**src/rtl/quad_realign_buf.sv**
```systemverilog
module quad_realign_buf #(
  parameter int WORD_W = 32,
  parameter int LANES  = 4,
  localparam int OFS_W = $clog2(LANES),
  localparam int QW    = WORD_W * LANES
) (
  input  logic             clk,
  input  logic             rst_n,
  input  logic             flush,
  input  logic [OFS_W-1:0] start_ofs,
  input  logic             in_valid,
  output logic             in_ready,
  input  logic [QW-1:0]    in_quad,
  output logic             out_valid,
  input  logic             out_ready,
  output logic [QW-1:0]    out_quad
);

  logic [1:0]       cnt;
  logic             primed;
  logic [OFS_W-1:0] ofs_q;
  logic [QW-1:0]    ent0, ent1;
  logic [2*QW-1:0]  pair;
  logic             push, pop, need_pair;

  assign need_pair = (ofs_q != '0);
  assign out_valid = !flush && (need_pair ? (cnt == 2'd2) : (cnt != 2'd0));
  assign pop       = out_valid && out_ready;
  assign in_ready  = !flush && ((cnt != 2'd2) || pop);
  assign push      = in_valid && in_ready;
  assign pair      = {ent1, ent0};

  for (genvar k = 0; k < LANES; k++) begin : g_lane
    logic [OFS_W:0] idx;
    assign idx = {1'b0, ofs_q} + (OFS_W+1)'(k);
    assign out_quad[k*WORD_W +: WORD_W] = pair[idx*WORD_W +: WORD_W];
  end

  always_ff @(posedge clk or negedge rst_n) begin
    if (!rst_n) begin
      cnt    <= '0;
      primed <= 1'b0;
      ofs_q  <= '0;
      ent0   <= '0;
      ent1   <= '0;
    end else if (flush) begin
      cnt    <= '0;
      primed <= 1'b0;
    end else begin
      if (push && !primed) begin
        primed <= 1'b1;
        ofs_q  <= start_ofs;
      end
      unique case ({push, pop})
        2'b10: begin
          if (cnt == 2'd0) ent0 <= in_quad;
          else             ent1 <= in_quad;
          cnt <= cnt + 2'd1;
        end
        2'b01: begin
          ent0 <= ent1;
          cnt  <= cnt - 2'd1;
        end
        2'b11: begin
          if (cnt == 2'd2) begin
            ent0 <= ent1;
            ent1 <= in_quad;
          end else begin
            ent0 <= in_quad;
          end
        end
        default: ;
      endcase
    end
  end

endmodule

```
**config.mk**
```make
export PLATFORM = sky130hd
export DESIGN_NAME = quad_realign_buf
export DESIGN_NICKNAME = d
export VERILOG_FILES = /design/src/rtl/quad_realign_buf.sv
export SDC_FILE = /design/constraint.sdc
export NUM_CORES = 1
export LEC_CHECK = 0
export BUFFER_PORTS_ARGS = -buffer_cell sky130_fd_sc_hd__clkbuf_2
export CAP_MARGIN = 20
export CORE_MARGIN = 2
export CORE_UTILIZATION = 40
export CTS_BUF_LIST = sky130_fd_sc_hd__clkbuf_16
export CTS_CLUSTER_SIZE = 28
export DETAILED_ROUTE_END_ITERATION = 12
export PLACE_DENSITY_LB_ADDON = 0.05
export SETUP_SLACK_MARGIN = 0.4
export SYNTH_ARGS = -nofsm -noshare
export SYNTH_HDL_FRONTEND = slang
export SYNTH_SLANG_ARGS = --single-unit
```
**constraint.sdc**
```tcl
create_clock -name clk -period 5.6 [get_ports clk]
set_input_delay 0.28 -clock clk [delete_from_list [all_inputs] [get_ports clk]]
set_output_delay 0.28 -clock clk [all_outputs]
set_load 0.01 [all_outputs]
```
Yosys cells after proc, flatten, opt, wreduce, memory -nomap -nowiden
Index checks and enable logic that the tools add are counted.
Storage, ports and cells
  flip-flop bits (word level): 261
  output and inout port bits: 130
  logic and storage cells: 52
  input bits: 135
Operators by class
  shift-type cells: 4
  eq/ne operators: 8
  add/subtract/negate cells: 5
  reductions and logical operators: 18
  bitwise gates (word level): 1
  multiplexer cells: 11
Operators with widths (count)
  $shiftx 256x9->32: 3
  $mux 128: 4
  $pmux 128 s3: 1
  $pmux 128 s2: 1
  $shiftx 256x8->32: 1
  $ne 2x2->1 const B: 4
  $reduce_bool 2->1: 4
  $add 2x2->3 const B: 2
  $eq 2x2->1 const B: 3
  $reduce_bool 3->1: 2
  $logic_and 1x1->1: 5
  $pmux 2 s2: 1
  $reduce_and 4->1: 1
  $add 2x1->3 const B: 1
  $mux 1: 3
  $reduce_and 3->1: 1
  $add 2x1->2 const B: 1
  $eq 2x1->1 const B: 1
  $logic_not 1->1: 2
  $logic_not 2->1: 1
  $mux 2: 1
  $reduce_and 2->1: 1
  $sub 2x1->2 const B: 1
  $logic_or 1x1->1: 1
  $not 1->1: 1

Depth between registers and ports, before layout
Gate-level depths: netlist of the first run.
  depth in word-level cells: 10
  gate-level depth with buffers: 8
  depth with buffers taken out: 4

Worst setup path after synthesis of the first run
No wires, ideal clock.
  kind: reg-to-reg
  start point: register ofs_q[1]
  end point: register ent0[0]
  clock period less this slack: 1.914 ns
  slack: 3.686 ns
  path buffers: 3
  arrival time: 1.782 ns
  stages on the path, launching flop included: 8
  data required time: 5.468 ns
  library setup time: 0.132 ns
  cell sequence: dfrtp_1 clkbuf_2 or4b_4 a21oi_4 buf_12 buf_12 mux2i_1 o21ai_1
Between the ends
  cells in the longest elaborated chain, start to end: 10
  elaborated cells between the ends (all ways): 14
  those cells by class: eq/ne: 4; mux: 2; reduce/logical: 8
Ends and longest elaborated chain
  start, declared: RTL line 21  | logic [OFS_W-1:0] ofs_q;
  start signal, assigned: RTL line 52  | ofs_q <= start_ofs;
  $reduce_bool 2->1 (*): RTL line 26  | assign need_pair = (ofs_q != '0);
  $mux 1 (*): RTL line 27  | assign out_valid = !flush && (need_pair ? (cnt == 2'd2) : (cnt != 2'd0));
  $logic_and 1x1->1 (*): RTL line 27
  $logic_and 1x1->1 (*): RTL line 28  | assign pop = out_valid && out_ready;
  $logic_or 1x1->1: RTL line 29  | assign in_ready = !flush && ((cnt != 2'd2) || pop);
  $logic_and 1x1->1: RTL line 29
  $logic_and 1x1->1: RTL line 30  | assign push = in_valid && in_ready;
  $eq 2x2->1 / $eq 2x1->1 (equally long branches): RTL line 54  | unique case ({push, pop})
  $ne 2x2->1 (no source line) / $reduce_bool 3->1 (equally long branches)
  $reduce_and 3->1 (no source line)
  end signal, assigned: RTL line 56  | if (cnt == 2'd0) ent0 <= in_quad;
  end signal, assigned: RTL line 61  | ent0 <= ent1;
  end signal, assigned: RTL line 66  | ent0 <= ent1;
  end, declared: RTL line 22  | logic [QW-1:0] ent0, ent1;
Mark *: on every way between the ends. The rest lies on a longest branch, timed or not.
A chain may end at the register's enable or synchronous reset.

Worst setup path in the final report of the first run
  start point: register ofs_q[1]
  end point: output port out_quad[9]
Between the ends
  cells in the longest elaborated chain, start to end: 1
Ends and longest elaborated chain
  $shiftx 256x8->32: RTL line 36  | assign out_quad[k*WORD_W +: WORD_W] = pair[idx*WORD_W +: WORD_W];
  end, declared: RTL line 16  | output logic [QW-1:0] out_quad
Every way passes these cells.

==> run summary, run 1 <==
status: finished, final reports clean
Placer Congestion: 0.734
sw frac: 0.328
CTS tree: done
antenna violations before repair: 1
final WL: 35000 um
Syn Nets: 1143
worst slew margin relative to its limit: 0.373
CP Data Required Time: 5.32 ns
DRC: 0
HP Start: out_ready
I/O Buffers: 264
io pins: 265
ANT nets after route: 0
WL per Instance: 19.0 um
Worst-path clk slew: 0.06 ns
Logic pwr share: 0.347
aggregate global-route resource usage: 0.192
Worst-Margin Slew: 0.941 ns
TritonRoute pass-1 iters: 4
number of synthesized register bits: 261
clk_lat worst skew: 0.56 ns
number of cells on the worst reg-to-reg path: 5
gr ovfl total: 0
Final Hold Vio Count: 0
worst r2r dst: ent1[49]$_DFFE_PN0P_
Nets: 1496
Highest Clock Rate: 262 MHz
Die Ht: 192 um
diode count: 0
RSZ-0062 raised after global routing: false
Die Area: 36800 um2
Max Cap Viol: 0
CP endpoint kind: output port
Final Instance Area: 17800 um2
cell row count: 68
vias in the first global route: 9844
Psw: 2.46 mW
minimum clock period: 3.82 ns
Fillers: 3088
Seq/Total Area, Yosys: 0.463
most frequent cells in the layout: clkbuf_2, dfrtp_1, dlygate4sd3_1
largest net degree at the start of global routing: 151
clock buffer depth: 3
Starting Density: 0.408
Arr. time, crit path: 3.54 ns
Flop pwr share: 0.409
hpwl dp: 22400 um
DR vias/cell: 5.33
initial DRC count: 451
Power Density: 421 nW/um2
Slew Limit Fails: 0
CTS sink cnt: 261
cell-internal power: 5.04 mW
# setup viols final: 0
post-synthesis cell count: 1008
Die X: 192 um
Reg2Reg Setup Slack: 2.23 ns
setup tns final: 0 ns
commonest non-fill, non-tap cell in the layout: clkbuf_2
CP startpoint kind: flip-flop
VDD IR max: 0.241 mV
synth-to-layout area growth: 26.2%
H-tree depth: 1
Hold Path Class: input pin to flip-flop
Tcrit/Tclk final: 0.683
Mapped Area: 14100 um2
Hold EP: cnt[0]$_DFFE_PN0P_
first-pass GRT wire length: 56100 um
Clock Skew: 0.0193 ns
root buffer cell: clkbuf_16
vias: 9793
Ys Warns: 0
Synth cell types: 32
worst hold path stage count: 3
synthesized area per cell: 14.0 um2
Crit Path Max Fanout: 57
clock buffer count from CTS: 31
post-CTS sizing: 0
share of cells above drive strength 1: 0.438
Leakage: 7.46 nW
Placed Area: 15600 um2
core area: 34600 um2
clock power share: 0.244
CP Class: flip-flop to output port
RR Startpoint: ofs_q[0]$_DFFE_PN0P_
-- synth_stat cells --
cell type	number	area [um2]
dfrtp_1	261	6530
mux2_2	130	1460
mux4_2	128	2880
nand2_1	109	409
mux2i_1	106	1060
o21ai_1	106	531
buf_2	39	195
or3_1	23	144
o221a_2	22	248
clkbuf_1	19	71.3
buf_1	10	37.5
buf_12	9	180
buf_6	7	78.8
nor2_1	7	26.3
a21oi_1	4	20.0
clkbuf_2	4	20.0
o21ai_0	4	20.0
nand2b_1	3	18.8
buf_4	2	15.0
inv_1	2	7.51
o32ai_1	2	17.5
a21boi_0	1	7.51
a21o_1	1	7.51
a21oi_4	1	16.3
a311oi_1	1	8.76
a311oi_4	1	26.3
and4bb_2	1	12.5
buf_8	1	15.0
nor2b_1	1	6.26
nor4b_2	1	15.0
o21ba_2	1	10.0
or4b_4	1	13.8
-- critical path, stage by stage (launching register included) --
cell and delay, ns:
dfrtp_4 0.77, buf_4 0.60, buf_4 0.76, mux4_2 0.59, clkbuf_2 0.16
-- cells by family after synthesis --
kind of cell / share of synthesized area
flops: 0.463
simple gates: 0.0457
buf+inv: 0.0440
mux: 0.383
compound gates: 0.0646
-- how the worst max path moves through the flow --
stage,start,endpoint,slack [ns]
2_1_floorplan,ofs_q[1]$_DFFE_PN0P_,ent0[0]$_DFFE_PN0P_,3.69
3_3_place_gp,ofs_q[0]$_DFFE_PN0P_,ent1[113]$_DFFE_PN0P_,2.24
3_5_place_dp,ofs_q[0]$_DFFE_PN0P_,ent1[49]$_DFFE_PN0P_,2.16
4_1_cts,ofs_q[1]$_DFFE_PN0P_,out_quad[61],1.67
5_1_grt,ofs_q[1]$_DFFE_PN0P_,out_quad[9],1.57
6_report,ofs_q[1]$_DFFE_PN0P_,out_quad[9],1.78
-- sequential cells by signal, indices dropped and copies added, names as in the netlist --
signal	count
ent1	128
cnt	2
ent0	128
primed	1
ofs_q	2
-- power groups by stage --
stage / registers, mW / clock network [mW] / logic [mW]
after floorplan: 2.85 / 0 / 1.90
final: 3.06 / 1.83 / 2.60
after global placement: 3.09 / 0 / 2.53
after detailed placement: 3.10 / 0 / 2.56
after global routing: 3.18 / 1.96 / 2.83
after CTS: 3.07 / 1.89 / 2.65
-- metrics by stage --
step	cells	worst slack [ns]	hold slack [ns]	util	total power, mW
global route	1837	1.57	0.0939	0.514	7.97
detailed placement	1651	2.16	0.386	0.450	5.66
finish	1837	1.78	0.0514	0.514	7.50
global placement	1651	2.24	0.392	0.450	5.62
CTS	1837	1.67	0.0255	0.514	7.61
floorplan	1008	3.69	-0.0156	-	4.75
-- per-layer routing --
layer / part of all wire / global-route usage / vias to the layer above / routed length, um
li1: - / - / 4561 / -
met1: 0.46 / 0.278 / 4943 / 16000
met2: 0.46 / 0.302 / 245 / 16200
met3: 0.060 / 0.0378 / 42 / 2090
met4: 0.018 / 0.0367 / 2 / 647
met5: 0.00023 / 0 / - / 8
-- repair_timing --
action,CTS,global route
endpoints found under the hold margin,280,0
hold buffers,132,0
setup buffers,0,0
endpoints found under the setup margin,0,0
-- cell type report --
class	instances	area (um2)	area share
Timing Repair Buffer	411	2820	0.158
Clock inverter	23	126	0.00710
Inverter	2	7.51	0.000421
Multi-Input combinational cell	654	6980	0.392
Sequential cell	261	6540	0.367
Tap cell	455	569	0.0320
Clock buffer	31	776	0.0436
Note: power is estimated with default switching activity, not from simulation.
==> run 2: changes to the inputs <==
==> constraint.sdc (replaced) <==
create_clock -name clk -period 3.6 [get_ports clk]
set_input_delay 0.18 -clock clk [delete_from_list [all_inputs] [get_ports clk]]
set_output_delay 0.18 -clock clk [all_outputs]
set_load 0.01 [all_outputs]
==> run 2 against run 1 <==
  * Global-route usage hardly changed
  * Worst setup slack worse by 1.1 ns
  * Via count down 1.2%
  * Clock skew down 0.0093 ns
  * Register-to-register slack lost 1.3 ns
  * Sequential power grew 53%
  * Clock power rose by 73%
  * Sequential share of layout area decreased by 0.47 points
  * Final cell count up 0.44%
  * Critical path depth fell by 1
  * Final area increased by 1.3%
  * Largest power group unchanged
  * Die area unchanged
==> run summary, run 2 (synthesis results as in run 1) <==
status: finished, final reports clean
Placed Area: 15700 um2 (+0.53%)
CP Data Required Time: 3.42 ns (-1.90 ns)
Starting Density: 0.408 (unchanged)
Slew Limit Fails: 0 (unchanged)
cell-internal power: 8.16 mW (+62%)
# setup viols final: 0 (unchanged)
Finished Layout Cells: 1845 (+0.44%)
Critical Path Source: ofs_q[1]$_DFFE_PN0P_
clock buffer depth: 3 (unchanged)
CTS sink cnt: 261 (unchanged)
CP startpoint kind: flip-flop
Fillers: 3068 (-0.65%)
TritonRoute pass-1 iters: 5 (+1)
antenna violations before repair: 2 (+1)
Placed Instances: 1652 (+0.061%)
gr ovfl total: 0 (unchanged)
vias in the first global route: 10.1k (+2.6%)
WL per Instance: 18.9 um (-0.77%)
RR Startpoint: ofs_q[1]$_DFFE_PN0P_
clock power share: 0.264 (+0.020)
Leakage: 7.56 nW (+1.3%)
post-CTS setup buffer count: 0 (unchanged)
synth-to-layout area growth: 27.8%
VDD IR max: 0.369 mV (+53%)
H-tree depth: 1 (unchanged)
DR vias/cell: 5.24 (-1.6%)
core area: 34600 um2 (unchanged)
Final Instance Area: 18000 um2 (+1.3%)
CP endpoint kind: output port
Max Cap Viol: 0 (unchanged)
commonest non-fill, non-tap cell in the layout: clkbuf_2
minimum clock period: 2.92 ns
CTS tree: done
largest net degree at the start of global routing: 132 (-13%)
Hold Path Class: input pin to async pin
Arr. time, crit path: 2.74 ns (-0.80 ns)
Worst-path clk slew: 0.06 ns (about the same)
vias: 9674 (-1.2%)
root buffer cell: clkbuf_16
Die Ht: 192 um (unchanged)
top flop regs: ent0 (128), ent1 (128)
clock buffer count from CTS: 31 (unchanged)
first-pass GRT wire length: 56300 um (+0.28%)
RSZ-0062 raised after global routing: false
final WL: 34900 um (-0.33%)
Nets: 1500 (+0.27%)
share of cells above drive strength 1: 0.442 (+0.00387)
DRC: 0 (unchanged)
sw frac: 0.319 (-0.00860)
I/O Buffers: 264 (unchanged)
Die X: 192 um (unchanged)
Power Density: 664 nW/um2 (+58%)
hpwl dp: 21900 um (-2.0%)
Crit Path Max Fanout: 60 (+5.3%)
aggregate global-route resource usage: 0.192 (+0.000241)
final core occ: 0.521 (+0.00665)
initial DRC count: 494 (+9.5%)
Clock Skew: 0.0100 ns (-0.00928 ns)
Flop pwr share: 0.391 (-0.018)
Highest Clock Rate: 343 MHz
Worst-Margin Slew: 0.986 ns (+0.0448 ns)
Final Hold Vio Count: 0 (unchanged)
Logic pwr share: 0.345 (-0.002)
Psw: 3.82 mW (+56%)
most frequent cells in the layout: clkbuf_2, dfrtp_1, dlygate4sd3_1
clk_lat worst skew: 0.55 ns (about the same)
setup tns final: 0 ns (unchanged)
Tcrit/Tclk final: 0.811
io pins: 265 (unchanged)
Placer Congestion: 0.721 (-1.8%)
Die Area: 36800 um2 (unchanged)
CP Class: flip-flop to output port
ANT nets after route: 0 (unchanged)
worst slew margin relative to its limit: 0.343 (-0.0299)
cell row count: 68 (unchanged)
## run 2: worst paths after layout
path                                         end  slack [ns]  cells past startpoint
setup reg to reg           ent1[126]$_DFFE_PN0P_        0.98                      5
setup / recovery                    out_quad[15]        0.68                      3
min in group clk            ent1[67]$_DFFE_PN0P_        0.41                      3
max in group asynchronous   ent1[74]$_DFFE_PN0P_        2.50                      3
hold reg to reg              ent0[2]$_DFFE_PN0P_        0.48                      2
hold / removal              ent0[17]$_DFFE_PN0P_        0.25                      2
## run 2: routing by layer
metal | track usage | up-vias | share of wire
met4 | 0.0349 | 0 | 0.013
met5 | 0 | - | 0
met3 | 0.0364 | 41 | 0.052
li1 | - | 4562 | -
met2 | 0.312 | 196 | 0.47
met1 | 0.272 | 4875 | 0.46
## run 2: power by group through the flow
stage | Combinational (mW) | Sequential, mW | Clock [mW]
after floorplan | 2.96 | 4.43 | 0
after CTS | 4.22 | 4.69 | 3.27
after global placement | 4.03 | 4.71 | 0
after detailed placement | 4.08 | 4.74 | 0
final | 4.14 | 4.69 | 3.16
after global routing | 4.51 | 4.84 | 3.39
## run 2: stage by stage
stage | hold slack [ns] | power (mW) | worst slack, ns
after floorplan | -0.116 | 7.38 | 1.69
after global placement | 0.321 | 8.74 | 1.02
after detailed placement | 0.303 | 8.82 | 0.964
after CTS | 0.298 | 12.2 | 0.612
after global routing | 0.311 | 12.7 | 0.514
final | 0.247 | 12.0 | 0.680
## run 2: cell type report
type / count / area, um2 / area share
antenna: 2 / 5.00 / 0.000277
clock buffer: 31 / 776 / 0.0430
clock inverter: 25 / 239 / 0.0132
inverter: 2 / 7.51 / 0.000416
multi-input combinational: 654 / 6980 / 0.387
sequential: 261 / 6540 / 0.362
tap: 455 / 569 / 0.0316
timing repair buffer: 415 / 2930 / 0.162
## run 2: timing repair
action                    in CTS  in global routing
resized for setup              0                  0
hold endpoints to repair     360                  0
hold buffers                 135                  0
## run 2: worst max-delay path: stages, from the launching register on
cell	delay, ns
dfrtp_4	0.61
buf_4	0.75
mux4_2	0.62
clkbuf_2	0.15
